===== src/rtl/udp_hdr_gen.sv =====
module udp_hdr_gen #(
  parameter int DEPTH   = 32,
  parameter int FIRST   = 2,
  parameter int CK_LO   = 9,
  parameter int CK_HI   = 18,
  parameter int CK_SKIP = 14,
  parameter int IP_ADD  = 28,
  parameter int UDP_ADD = 8
) (
  input  logic        clk,
  input  logic        rst_n,
  input  logic        cfg_we,
  input  logic [4:0]  cfg_addr,
  input  logic [19:0] cfg_wdata,
  input  logic [15:0] pkt_bytes,
  input  logic        in_valid,
  output logic        in_ready,
  input  logic [15:0] in_data,
  input  logic        in_last,
  output logic        out_valid,
  input  logic        out_ready,
  output logic [15:0] out_data,
  output logic        out_last
);
  localparam int AW = $clog2(DEPTH);

  typedef enum logic [1:0] {S_IDLE, S_HDR, S_PAY} state_t;

  state_t          state;
  logic [AW-1:0]   idx;
  logic [15:0]     bytes_q;
  logic [19:0]     tmpl [DEPTH];
  logic            in_idle, in_hdr, in_pay, hdr_end;
  logic [15:0]     ip_len, udp_len, cksum, hdr_word;
  logic [23:0]     acc;
  logic [16:0]     fold1;
  logic [15:0]     fold2;
  logic [19:0]     cur;

  function automatic logic [15:0] subst(input logic [19:0] e, input logic [15:0] il,
                                        input logic [15:0] ul);
    if (e[17])      return il;
    else if (e[16]) return ul;
    else            return e[15:0];
  endfunction

  always_ff @(posedge clk) begin
    if (!rst_n) begin
      for (int i = 0; i < DEPTH; i++) tmpl[i] <= '0;
    end else if (cfg_we) begin
      tmpl[cfg_addr[AW-1:0]] <= cfg_wdata;
    end
  end

  assign in_idle = (state == S_IDLE);
  assign in_hdr  = (state == S_HDR);
  assign in_pay  = (state == S_PAY);

  assign ip_len  = bytes_q + 16'(IP_ADD);
  assign udp_len = bytes_q + 16'(UDP_ADD);

  always_comb begin
    acc = '0;
    for (int i = CK_LO; i <= CK_HI; i++)
      if (i != CK_SKIP) acc = acc + 24'(subst(tmpl[i], ip_len, udp_len));
  end

  assign fold1 = {1'b0, acc[15:0]} + 17'(acc[23:16]);
  assign fold2 = fold1[15:0] + 16'(fold1[16]);
  assign cksum = ~fold2;

  assign cur      = tmpl[idx];
  assign hdr_word = cur[18] ? cksum : subst(cur, ip_len, udp_len);
  assign hdr_end  = cur[19] || (idx == AW'(DEPTH - 1));

  always_ff @(posedge clk) begin
    if (!rst_n) begin
      state   <= S_IDLE;
      idx     <= '0;
      bytes_q <= '0;
    end else begin
      case (state)
        S_IDLE: if (in_valid) begin
          bytes_q <= pkt_bytes;
          idx     <= AW'(FIRST);
          state   <= S_HDR;
        end
        S_HDR: if (out_ready) begin
          if (hdr_end) state <= S_PAY;
          else         idx   <= idx + 1'b1;
        end
        S_PAY: if (in_valid && out_ready && in_last) state <= S_IDLE;
        default: state <= S_IDLE;
      endcase
    end
  end

  assign out_valid = in_hdr || (in_pay && in_valid);
  assign in_ready  = in_pay && out_ready;
  assign out_data  = in_hdr ? hdr_word : in_data;
  assign out_last  = in_pay && in_last;
endmodule


===== config.mk =====
export PLATFORM = sky130hd
export DESIGN_NAME = udp_hdr_gen
export DESIGN_NICKNAME = d
export VERILOG_FILES = /design/src/rtl/udp_hdr_gen.sv
export SDC_FILE = /design/constraint.sdc
export NUM_CORES = 1
export LEC_CHECK = 0
export BUFFER_PORTS_ARGS = -buffer_cell sky130_fd_sc_hd__buf_4
export CAP_MARGIN = 30
export CORE_MARGIN = 2
export CORE_UTILIZATION = 59
export CTS_BUF_LIST = sky130_fd_sc_hd__clkbuf_8
export DETAILED_ROUTE_END_ITERATION = 7
export GPL_TIMING_DRIVEN = 0
export HOLD_SLACK_MARGIN = 0.15
export MAX_ROUTING_LAYER = met4
export PLACE_DENSITY = 0.79
export SLEW_MARGIN = 30
export SYNTH_ARGS = -nofsm -noshare
export SYNTH_HDL_FRONTEND = slang
export SYNTH_SLANG_ARGS = --single-unit

===== constraint.sdc =====
create_clock -name clk -period 9.49 [get_ports clk]
set_input_delay 0.4745 -clock clk [delete_from_list [all_inputs] [get_ports clk]]
set_output_delay 0.4745 -clock clk [all_outputs]
set_load 0.01 [all_outputs]

==> reports/qor.csv <==
metric,value,unit
Worst setup startpoint,bytes_q[3],
critical path's largest stage delay,0.58,ns
vias,26800,
Setup CP Type,flop to primary output,
Syn Area/Cell,12.6,um2
Starting Density,59.4,%
ANT nets after route,0,
largest net degree at the start of global routing,21,
nets,3529,
Area Growth Syn to Fin,16.7,%
Slew HR,30.2,%
Mapped Nets,3226,
# IOs,82,
Post-Synthesis Cell Area,38100,um2
final worst slack,-1.30,ns
fill count,4381,
core area,64200,um2
Sw Share,42.9,%
"Min Clock Period, post-route",10.79,ns
Die Footprint,66700,um2
Final Hold Violating Endpoints,0,
Hold WC Path Type,input pin to flop,
Flop pwr share,24.4,%
Worst Path Required,9.02,ns
Comb pwr share,59.4,%
status,"complete, but fails checks",
Total Power,14.3,mW
TritonCTS Buffers,104,
CTS tree,built,
crit path max fanout,6,
Post-synth EDFFs,640,
Total Routing Usage GR,37.7,%
First-pass DRT Iterations,6,
Slew Limit Fails,0,
Max-cap violations,0,
Clk network pwr share,16.2,%
cells on worst reg2reg path,10,
Power Internal,8.14,mW
GPL Wtd Cong,1.03,
grt ovf,0,
Synth cell types,73,
clk_lat worst skew,0.72,ns
Die Y,258,um
RSZ-0062 raised after global routing,true,
Synth async-reset ratio,0,%
sequential area share after synthesis,51.9,%
arrival time worst endpoint,10.32,ns
Worst R2R End,idx[4],
worst slew pin tran,1.05,ns
FP Rows,93,
most frequent cells in the layout,"and2_1 (647), edfxtp_1 (640), mux4_2 (200), nand2_1 (170), clkbuf_1 (169)",
CTS max path bufs,3,
share of layout cells above drive strength 1,23.2,%
P_leak,16.1,nW
CTS sink count,668,
flip-flop and latch count after synthesis,668,
most frequent CP cell,ha_4,
switching pwr,6.12,mW
Die Width,258,um
failing checks,setup timing,
WL/cell,28.2,um
Layout Utilization,69.3,%
vias in the first global route,27400,
"Slowest-stage cell, CP",fa_1,
Yosys warnings,0,
Post-synth top flop,edfxtp_1,
H-tree depth,3,
total power density per cell area,320,nW/um2
DR iter-0 viols,3688,
initial antenna violation count,4,
final period utilization,114,%
worst setup path endpoint,out_data[10],
Hold Startpoint,in_last,
post-DP HPWL,91900,um
final WL,120000,um
Root Driver,clkbuf_8,
Final setup viols,16,
Worst setup SP type,flop,
Vias per Instance,6.29,
first-pass GRT wire length,176000,um
worst vdd ir,450,uV
highest clock rate,92.6,MHz
port bufs,81,
Worst-path clk slew,0.07,ns
"most common cell after layout, fill and taps aside",and2_1,
clk_skew,0.0313,ns
DRC Markers,0,
type of destination of the critical path,primary output,
R2R Setup Slk,5.71,ns
Post-Synthesis Cells,3019,
## kinds of logic after synthesis
kind of cell	count (synthesis)	share of synthesized area, %
AND/OR/NAND/NOR	1072	15.5
flip-flops	668	51.9
buffers and inverters	403	4.19
AO/OA/AOI/OAI	401	6.33
multiplexers	273	13.9
adder cells (fa/ha/maj)	144	6.91
XOR/XNOR	58	1.33
## metrics by stage
stage | area (um2) | instances | setup TNS, ns | hold slack, ns | setup WS, ns
floorplan | 38200 | 3019 | 0 | 0.466 | 0.0241
global route | 44500 | 4258 | -17.79 | 0.246 | -1.55
finish | 44500 | 4258 | -13.89 | 0.214 | -1.30
detailed placement | 40800 | 3986 | -42.75 | 0.506 | -3.25
global placement | 39900 | 3955 | -39.82 | 0.504 | -3.03
CTS | 44000 | 4236 | -15.78 | 0.172 | -1.34
## state kept, by name, indices dropped and copies added, names as in the netlist, named ones only
register  count
idx           5
state         2
bytes_q      16
tmpl        640
## cell type report
cell class | count | area, um2 | share of cell area (%)
sequential | 668 | 19800 | 44.5
antenna | 2 | 5.00 | 0.0112
buffer | 248 | 1090 | 2.45
timing repair buffer | 214 | 2070 | 4.66
multi-input combinational | 1949 | 18000 | 40.4
tap | 855 | 1070 | 2.40
inverter | 137 | 522 | 1.17
clock buffer | 109 | 1500 | 3.37
clock inverter | 76 | 437 | 0.982
## worst max-delay path, delay by kind of cell (launching register included)
family,cells,cell delay [ns]
simple gates,14,1.93
mux,1,0.11
xor+xnor,3,0.62
fa+ha+maj,10,3.48
flops,1,0.38
buf+inv,8,0.83
compound gates,13,2.25
## synth_stat cells, types with 33 or more instances
cell type,instances,area [um2]
ha_1,33,413
and2_1,648,4050
inv_1,136,510
edfxtp_1,640,19200
fa_1,111,2220
mux2i_1,40,400
a21oi_1,105,526
nor2_1,149,559
nand2_1,175,657
xnor2_1,40,350
clkbuf_1,216,811
o21ai_0,149,746
a211oi_1,71,533
mux4_2,200,4500
## worst min-delay path by stage
| stage | to | slack, ns | depth (start not counted) |
|---|---|---|---|
| after global routing | state[1] | 0.25 | 5 |
| after floorplan | bytes_q[2] | 0.47 | 2 |
| final | state[1] | 0.21 | 5 |
| after CTS | state[1] | 0.17 | 5 |
| after global placement | bytes_q[3] | 0.50 | 2 |
| after detailed placement | bytes_q[3] | 0.51 | 2 |
## layer usage
layer / global-route usage, % / vias up / wire [um]
met1: 46.5 / 13300 / 42800
met5: - / - / 0
met4: 18.1 / 0 / 6850
li1: - / 11400 / -
met2: 60.3 / 1735 / 57800
met3: 7.26 / 359 / 12500
## repair_timing
| action | 4_1_cts | 5_1_grt |
|---|---|---|
| pin swaps | 52 | 49 |
| gates cloned | 0 | 1 |
| gates resized for setup | 166 | 63 |
| endpoints found under the hold margin | 57 | 0 |
| buffers inserted | 45 | 18 |
| hold buffers | 37 | 0 |
| setup endpoints to repair | 16 | 16 |
## power groups by stage
stage	logic (mW)	clock network (mW)	registers, mW
2_1_floorplan	5.17	0	3.48
3_5_place_dp	6.81	0	3.52
6_report	8.47	2.31	3.48
3_3_place_gp	6.58	0	3.52
5_1_grt	9.17	2.43	3.49
4_1_cts	7.69	2.29	3.47
No activity file was read; power rests on OpenSTA's default activity.
